`src/rtl/adc_pack_pkg.sv`:
```
package adc_pack_pkg;
  typedef enum logic {
    PH_FIRST  = 1'b0,
    PH_SECOND = 1'b1
  } pair_phase_e;
endpackage

```
`src/rtl/rr_tracker.sv`:
```
module rr_tracker
  import adc_pack_pkg::*;
#(
  parameter int unsigned N_CONV = 3,
  localparam int unsigned PTR_W = (N_CONV > 1) ? $clog2(N_CONV) : 1
) (
  input  logic             clk_i,
  input  logic             rst_ni,
  input  logic             clr_i,
  input  logic             triple_i,
  input  logic             adv_i,
  output logic [PTR_W-1:0] ptr_o,
  output pair_phase_e      phase_o
);
  logic [PTR_W-1:0] ptr_q;
  logic [PTR_W-1:0] last_idx;
  pair_phase_e      phase_q;

  assign last_idx = triple_i ? PTR_W'(N_CONV - 1) : PTR_W'(1);

  always_ff @(posedge clk_i or negedge rst_ni) begin
    if (!rst_ni) begin
      ptr_q   <= '0;
      phase_q <= PH_FIRST;
    end else if (clr_i) begin
      ptr_q   <= '0;
      phase_q <= PH_FIRST;
    end else if (adv_i) begin
      ptr_q   <= (ptr_q == last_idx) ? '0 : ptr_q + PTR_W'(1);
      phase_q <= (phase_q == PH_FIRST) ? PH_SECOND : PH_FIRST;
    end
  end

  assign ptr_o   = ptr_q;
  assign phase_o = phase_q;
endmodule

```
`src/rtl/byte_stager.sv`:
```
module byte_stager #(
  parameter int unsigned DATA_W = 8,
  parameter int unsigned LOW_W  = 6
) (
  input  logic              clk_i,
  input  logic              rst_ni,
  input  logic              res6_i,
  input  logic [DATA_W-1:0] byte_i,
  input  logic              load_lo_i,
  input  logic              load_word_i,
  output logic [2*DATA_W-1:0] word_o
);
  localparam logic [DATA_W-1:0] LOW_MASK = {{(DATA_W-LOW_W){1'b0}}, {LOW_W{1'b1}}};

  logic [DATA_W-1:0]   byte_m;
  logic [DATA_W-1:0]   stage_q;
  logic [2*DATA_W-1:0] word_q;

  assign byte_m = res6_i ? (byte_i & LOW_MASK) : byte_i;

  always_ff @(posedge clk_i or negedge rst_ni) begin
    if (!rst_ni) begin
      stage_q <= '0;
      word_q  <= '0;
    end else begin
      if (load_lo_i)   stage_q <= byte_m;
      if (load_word_i) word_q  <= {byte_m, stage_q};
    end
  end

  assign word_o = word_q;
endmodule

```
`src/rtl/req_ctrl.sv`:
```
module req_ctrl (
  input  logic clk_i,
  input  logic rst_ni,
  input  logic clr_i,
  input  logic pair_i,
  input  logic ovr_hit_i,
  input  logic ack_i,
  output logic store_o,
  output logic req_o,
  output logic blocked_o
);
  logic req_q, blk_q, collide;

  // a finished pair with an unacknowledged word still pending is an overrun
  assign collide = pair_i & req_q & ~ack_i;
  assign store_o = pair_i & ~ovr_hit_i & ~collide & ~blk_q;

  always_ff @(posedge clk_i or negedge rst_ni) begin
    if (!rst_ni) begin
      req_q <= 1'b0;
      blk_q <= 1'b0;
    end else if (clr_i) begin
      req_q <= 1'b0;
      blk_q <= 1'b0;
    end else begin
      if (store_o)    req_q <= 1'b1;
      else if (ack_i) req_q <= 1'b0;
      if (ovr_hit_i || collide) blk_q <= 1'b1;
    end
  end

  assign req_o     = req_q;
  assign blocked_o = blk_q;
endmodule

```
`src/rtl/adc_pair_packer.sv`:
```
module adc_pair_packer
  import adc_pack_pkg::*;
#(
  parameter int unsigned N_CONV = 3,
  parameter int unsigned DATA_W = 8,
  parameter int unsigned LOW_W  = 6
) (
  input  logic                     clk_i,
  input  logic                     rst_ni,
  input  logic                     en_i,
  input  logic                     restart_i,
  input  logic                     triple_i,
  input  logic                     res6_i,
  input  logic [N_CONV-1:0]        valid_i,
  input  logic [N_CONV-1:0]        ovr_i,
  input  logic [N_CONV*DATA_W-1:0] data_i,
  input  logic                     dma_ack_i,
  output logic [2*DATA_W-1:0]      cdr_o,
  output logic                     dma_req_o
);
  localparam int unsigned PTR_W = (N_CONV > 1) ? $clog2(N_CONV) : 1;
  localparam int unsigned SLOTS = 2 ** PTR_W;

  logic [PTR_W-1:0]  ptr;
  pair_phase_e       phase;
  logic [DATA_W-1:0] slot_data [SLOTS];
  logic [SLOTS-1:0]  slot_valid;
  logic [N_CONV-1:0] part_mask;
  logic clr, blocked, accept, pair, store, ovr_hit;

  for (genvar k = 0; k < SLOTS; k++) begin : g_slot
    if (k < N_CONV) begin : g_used
      assign slot_data[k]  = data_i[k*DATA_W +: DATA_W];
      assign slot_valid[k] = valid_i[k];
    end else begin : g_pad
      assign slot_data[k]  = '0;
      assign slot_valid[k] = 1'b0;
    end
  end

  // converters beyond the second take part only in triple mode
  for (genvar k = 0; k < N_CONV; k++) begin : g_part
    if (k < 2) begin : g_base
      assign part_mask[k] = 1'b1;
    end else begin : g_ext
      assign part_mask[k] = triple_i;
    end
  end

  assign clr     = ~en_i | restart_i;
  assign ovr_hit = ~clr & |(ovr_i & part_mask);
  assign accept  = ~clr & ~blocked & slot_valid[ptr];
  assign pair    = accept & (phase == PH_SECOND);

  rr_tracker #(.N_CONV(N_CONV)) u_rr (
    .clk_i    (clk_i),
    .rst_ni   (rst_ni),
    .clr_i    (clr),
    .triple_i (triple_i),
    .adv_i    (accept),
    .ptr_o    (ptr),
    .phase_o  (phase)
  );

  byte_stager #(.DATA_W(DATA_W), .LOW_W(LOW_W)) u_stage (
    .clk_i       (clk_i),
    .rst_ni      (rst_ni),
    .res6_i      (res6_i),
    .byte_i      (slot_data[ptr]),
    .load_lo_i   (accept & (phase == PH_FIRST)),
    .load_word_i (store),
    .word_o      (cdr_o)
  );

  req_ctrl u_req (
    .clk_i     (clk_i),
    .rst_ni    (rst_ni),
    .clr_i     (clr),
    .pair_i    (pair),
    .ovr_hit_i (ovr_hit),
    .ack_i     (dma_ack_i),
    .store_o   (store),
    .req_o     (dma_req_o),
    .blocked_o (blocked)
  );
endmodule

```
`config.mk`:
```
export PLATFORM = sky130hd
export DESIGN_NAME = adc_pair_packer
export DESIGN_NICKNAME = d
export VERILOG_FILES = /design/src/rtl/adc_pack_pkg.sv /design/src/rtl/rr_tracker.sv /design/src/rtl/byte_stager.sv /design/src/rtl/req_ctrl.sv /design/src/rtl/adc_pair_packer.sv
export SDC_FILE = /design/constraint.sdc
export NUM_CORES = 1
export LEC_CHECK = 0
export BUFFER_PORTS_ARGS = -buffer_cell sky130_fd_sc_hd__buf_2
export CORE_ASPECT_RATIO = 0.8
export CORE_MARGIN = 1
export CORE_UTILIZATION = 40
export DETAILED_ROUTE_END_ITERATION = 8
export MAX_ROUTING_LAYER = met4
export PLACE_DENSITY = 0.67
export SYNTH_ARGS = -nofsm -noshare
export SYNTH_HDL_FRONTEND = slang
export SYNTH_HIERARCHICAL = 1
export SYNTH_SLANG_ARGS = --single-unit
```
`constraint.sdc`:
```
create_clock -name clk_i -period 3.04 [get_ports clk_i]
set_input_delay 0.304 -clock clk_i [delete_from_list [all_inputs] [get_ports clk_i]]
set_output_delay 0.304 -clock clk_i [all_outputs]
set_load 0.01 [all_outputs]
```
=== Word-level counts from Yosys, hierarchy flattened ===
Cells that the tools add are included.

* Output and inout port bits: 17
* Memories kept: 0
* Input bits: 37
* Bits in latches: 0
* Register bits after elaboration: 29
* Memory bits (writable): 0
* ROM bits: 0
* Word-level logic and storage cells: 53

* Order comparisons: 2
* Bitwise logic cells: 20
* Multipliers: 0
* Multiplexer cells: 18
* Add/sub/neg operators: 1
* Equal/unequal tests: 1
* Shifts and indexed selects: 0
* Reduce and logical (&&, ||, !) cells: 5
* Divide/modulo/power cells: 0

{| class="wikitable"
|+ Operator list
! kind !! count
|-
| two-way mux 8 bit || 3
|-
| binary-select mux 8 bit (select 2 bit) || 1
|-
| AND 1 bit || 10
|-
| two-way mux 1 bit || 9
|-
| two-way mux 2 bit || 4
|-
| inverter 1 bit || 7
|-
| nonzero test 2 bit || 2
|-
| AND 3 bit || 1
|-
| greater-or-equal comparator 3 bit (second input constant) || 1
|-
| less-than comparator 2 x 3 -> 1 bit (second input constant) || 1
|-
| inverter 2 -> 3 bit || 1
|-
| nonzero test 3 bit || 1
|-
| OR reduction 3 bit || 1
|-
| adder 2 x 1 -> 2 bit (second input constant) || 1
|-
| binary-select mux 1 bit (select 2 bit) || 1
|-
| == test 2 bit || 1
|-
| logical OR 1 bit || 1
|-
| bitwise OR 1 bit || 1
|}

=== Logic depth before layout (Yosys ltp) ===
* Depth after elaboration: 13
* Mapped depth: 9
* Mapped depth without buffers: 6

=== Cells and area by module ===
The synthesis kept the hierarchy.

{| class="wikitable"
|+ By module, submodules not included
! module !! seq. area each (um^2) !! cells each !! times used !! area each (um^2)
|-
| byte_stager || 600.6 || 53 || 1 || 957.2
|-
| adc_pair_packer || 0.0 || 40 || 1 || 290.3
|-
| rr_tracker || 75.1 || 12 || 1 || 128.9
|-
| req_ctrl || 50.0 || 9 || 1 || 96.3
|}

=== Worst setup path before layout ===
Ideal clock, no wire load.

* Path type: reg-to-reg
* Start point: reg u_rr.ptr_q[0], in the netlist u_rr/ptr_o[0]
* End point: reg u_stage.word_q[10], in the netlist u_stage/word_o[10]
* Clock period less this slack: 2,207 ps
* Buffers on the path: 3
* Required time: 2,915 ps
* Cell stages (with the launch flop): 9
* Library setup time: 125 ps
* Setup slack: 833 ps
* Arrival: 2,082 ps
* Path through: dfrtp_1 -> clkbuf_2 -> a21boi_2 -> nor4_2 -> or3b_1 -> nor2b_1 -> buf_6 -> buf_12 -> mux2_4

* Cells in the longest elaborated chain, start to end: 9
* Elaborated cells on any way between the ends: 15
* Classes of those cells: mux: 6; bitwise: 9

{| class="wikitable"
|+ RTL lines
! element !! line !! text
|-
| from (decl) || rr_tracker.sv:15 || <nowiki>logic [PTR_W-1:0] ptr_q;</nowiki>
|-
| from (signal assigned) || rr_tracker.sv:29 || <nowiki>ptr_q <= (ptr_q == last_idx) ? '0 : ptr_q + PTR_W'(1);</nowiki>
|-
| binary-select mux 1 bit (select 2 bit) * || adc_pair_packer.sv:52 || <nowiki>assign accept = ~clr & ~blocked & slot_valid[ptr];</nowiki>
|-
| two-way mux 1 bit (implied by the code) * || adc_pair_packer.sv:52 ||
|-
| AND 1 bit * || adc_pair_packer.sv:52 ||
|-
| AND 1 bit * || adc_pair_packer.sv:53 || <nowiki>assign pair = accept & (phase == PH_SECOND);</nowiki>
|-
| via pair || adc_pair_packer.sv:29 || <nowiki>logic clr, blocked, accept, pair, store, ovr_hit;</nowiki>
|-
| AND 1 bit (2 in series) || req_ctrl.sv:15 || <nowiki>assign collide = pair_i & req_q & ~ack_i;</nowiki>
|-
| inverter 1 bit || req_ctrl.sv:16 || <nowiki>assign store_o = pair_i & ~ovr_hit_i & ~collide & ~blk_q;</nowiki>
|-
| AND 1 bit * (2 in series) || req_ctrl.sv:16 ||
|-
| via store || adc_pair_packer.sv:29 ||
|-
| to (signal assigned) || byte_stager.sv:27 || <nowiki>if (load_word_i) word_q <= {byte_m, stage_q};</nowiki>
|-
| to (decl) || byte_stager.sv:17 || <nowiki>logic [2*DATA_W-1:0] word_q;</nowiki>
|}

The timed path passes the listed nets; every way through them passes the cells marked *. The select of a mux whose other input is x is not followed.
A chain may end at the register's enable or synchronous reset.

=== Worst setup path in the final report ===
* Start point: reg u_rr.ptr_q[0], in the netlist u_rr/ptr_o[0]
* End point: reg u_stage.word_q[1], in the netlist u_stage/word_o[1]

The elaborated chain is that of the path after synthesis.

==> results.sh <==
export IMPL_reg2reg_to="u_stage/word_o[1]"
export IMPL_status="finished, final reports clean"
export IMPL_slowest_stage="dfrtp_1"
export IMPL_num_rows=19
export IMPL_crit_path_start_kind="flip-flop"
export IMPL_cp_arrival_ns=2.74
export IMPL_layout_commonest_cell="buf_2"
export IMPL_firstDrtPassIters=4
export IMPL_drc=0
export IMPL_rrSetupSlack_ns=0.46
export IMPL_ys_ff_latch=29
export IMPL_crit_path_cell_trace="a21boi_2 -> nor4_2 -> or3b_1 -> nor2b_2 -> buf_4 -> mux2_2"
export IMPL_synth_distinct_cells=28
export IMPL_syn_to_final_growth_pct=25.32
export IMPL_cts_buffers=5
export IMPL_crit_start="u_rr/ptr_o[0]"
export IMPL_cellLeakagePower_uw=0.0008874
export IMPL_gr_total_overflow=0
export IMPL_power_density_nw_per_um2=492.4
export IMPL_drt_iter0_markers=67
export IMPL_slew_violations=0
export IMPL_clockBufferDepth=2
export IMPL_avgSynthCellArea_sq_um=12.92
export IMPL_fin_nets=208
export IMPL_initial_utilization_pct=42.43
export IMPL_synth_top_family_by_area="multiplexers"
export IMPL_wl_per_cell_um=14.36
export IMPL_path_clk_slew_ns=0.06
export IMPL_skew_ns=0.002309
export IMPL_period_share_pct=84.84
export IMPL_layout_common_cells="buf_2 (53), dfrtp_1 (29), mux2_2 (14)"
export IMPL_cp_end_kind="flip-flop"
export IMPL_rsz0062_at_grt="no"
export IMPL_io_buffers=53
export IMPL_insertion_delay_ns=0.28
export IMPL_cts_tree="yes"
export IMPL_multi_input_area_sq_um=689.4
export IMPL_syn_area_sq_um=1473
export IMPL_track_usage_pct=18.07
export IMPL_ctsRootBufferMaster="clkbuf_8"
export IMPL_rr_startpoint="u_rr/ptr_o[0]"
export IMPL_worst_setup_path_type="flip-flop to flip-flop"
export IMPL_crit_end="u_stage/word_o[1]"
export IMPL_reg2reg_depth=6
export IMPL_num_fill_cells=318
export IMPL_ys_seq_area_share_pct=49.28
export IMPL_hp_class="input port to asynchronous set/reset pin"
export IMPL_finalHoldViolCount=0
export IMPL_ir_worst_vdd_uv=270.4
export IMPL_antenna_found_initial=0
export IMPL_clkSinkCount=29
export IMPL_muxShareOfSynthArea_pct=27.02
export IMPL_grt_max_degree=30
export IMPL_finalSetupTns_ns=0
export IMPL_fin_crit_ns=2.579
export IMPL_drive_gt1_share_pct=55.81
export IMPL_io_pins=54
export IMPL_cpPeakStageDelay_ns=0.55
export IMPL_synth_simple_gate_area_share_pct=11.72
export IMPL_synth_compound_area_share_pct=7.307
export IMPL_die_x_um=69.84
export IMPL_placed_cell_area_sq_um=1759
export IMPL_max_freq_ghz=0.3877
export IMPL_fp_dieH_um=56.27
export IMPL_synthCells=114
export IMPL_die_area_sq_um=3930
export IMPL_coreArea_sq_um=3471
export IMPL_wl_mm=3.073
export IMPL_route_vias_total=1084
export IMPL_diodes=0
export IMPL_cts_resized=0
export IMPL_critical_path_max_fanout=15
export IMPL_dp_hpwl_mm=2.315
export IMPL_synth_warnings=6
export IMPL_utilization_pct=53.17
export IMPL_post_cts_buffers=0
export IMPL_setup_violations=0
export IMPL_hold_buffers=0
export IMPL_worstPathRequired_ns=3.21
export IMPL_grt_pass1_wl_mm=5.181
export IMPL_postLayoutCellArea_sq_um=1846
export IMPL_gp_congestion=0.7814
export IMPL_ant_nets=0
export IMPL_seqCellArea_sq_um=725.7
export IMPL_synthAdderAreaFrac_pct=0
export IMPL_maxSlewHeadroom_pct=55.22
export IMPL_grt_pass1_vias=1135
export IMPL_yosys_area_share_xor_xnor_pct=0.5947
export IMPL_h_tree_depth=2
export IMPL_cap_violations=0
export IMPL_tightest_slew_ns=0.6681
export IMPL_avgViaCountPerCell=5.065
export IMPL_syn_num_nets=151
## synthesized netlist by cell type
cell type | instances | share of area [%]
nor3_2 | 1 | 0.68
nand2_1 | 9 | 2.3
inv_1 | 1 | 0.25
a211oi_4 | 1 | 1.4
buf_2 | 1 | 0.34
clkbuf_1 | 1 | 0.25
mux2i_1 | 9 | 6.1
nor2b_1 | 5 | 2.1
or3b_1 | 1 | 0.59
o21ai_0 | 9 | 3.1
buf_6 | 2 | 1.5
mux2_2 | 14 | 11
a21boi_2 | 1 | 0.76
buf_12 | 1 | 1.4
nand4b_1 | 1 | 0.59
or3_1 | 1 | 0.43
mux2_4 | 10 | 10
a21oi_2 | 1 | 0.59
a21oi_1 | 3 | 1.0
nand2b_4 | 1 | 0.93
nand3b_1 | 1 | 0.51
nor4_2 | 2 | 1.7
xnor2_1 | 1 | 0.59
clkbuf_2 | 1 | 0.34
nor2_1 | 4 | 1.0
a211oi_1 | 1 | 0.51
dfrtp_1 | 29 | 49
nand2b_1 | 2 | 0.85
## area by class of cell
cell class	count	area share, %
clock buffers	5	3.729
multi-input cells	78	37.36
well taps	42	2.847
repair buffers	56	15.59
inverters	1	0.2034
flip-flops and latches	29	39.32
clock inverters	3	0.9492
## per-layer routing
metal	GRT usage [%]	up-vias	wire, um
li1	-	517	-
met1	23.63	515	1432
met2	25.82	47	1357
met3	6.104	5	241
met4	7.429	0	42
met5	-	-	0
## worst max-delay path: cells and delay by family, from the launching register on
kind	cells	cell delay (ns)
flops	1	0.55
simple gates	3	1.06
mux	1	0.34
buf+inv	1	0.25
compound gates	1	0.27
## per-stage QoR
stage | setup WS (ns) | total power, uW | hold slack [ns] | cells
finish | 0.4608 | 908.8 | 0.04504 | 214
global route | 0.3446 | 956.2 | 0.09407 | 214
CTS | 0.4941 | 920.3 | 0.05976 | 214
detailed placement | 0.5016 | 609.1 | 0.3718 | 206
global placement | 0.5650 | 603.8 | 0.3555 | 206
floorplan | 0.8332 | 540.4 | 0.008409 | 114
## logic make-up after synthesis
kind of cell	Yosys count
buffers and inverters	7
flip-flops	29
multiplexers	33
AO/OA/AOI/OAI	16
AND/OR/NAND/NOR	28
XOR/XNOR	1
## worst min path at each step
stage                     startpoint                 end  slack (ns)
final                         rst_ni       u_rr/ptr_o[1]        0.05
after global routing          rst_ni       u_rr/ptr_o[1]        0.09
after CTS                     rst_ni  u_stage/word_o[10]        0.06
after detailed placement      rst_ni   u_stage/word_o[5]        0.37
after global placement        rst_ni   u_stage/word_o[5]        0.36
after floorplan               rst_ni     u_req/blocked_o       0.008
## report_power, final
group / switching, uW / total, uW / internal (uW)
Sequential: 24.4 / 456 / 432
Combinational: 60.2 / 143 / 82.9
Clock: 152 / 309 / 157
Total: 237 / 909 / 672
## sequential cells by signal, indices dropped and copies added, names as in the netlist
name             count
u_req/blocked_o      1
u_stage/stage_q      8
u_req/req_o          1
u_rr/phase_o         1
u_stage/word_o      16
u_rr/ptr_o           2
(Power assumes the default switching activity.)
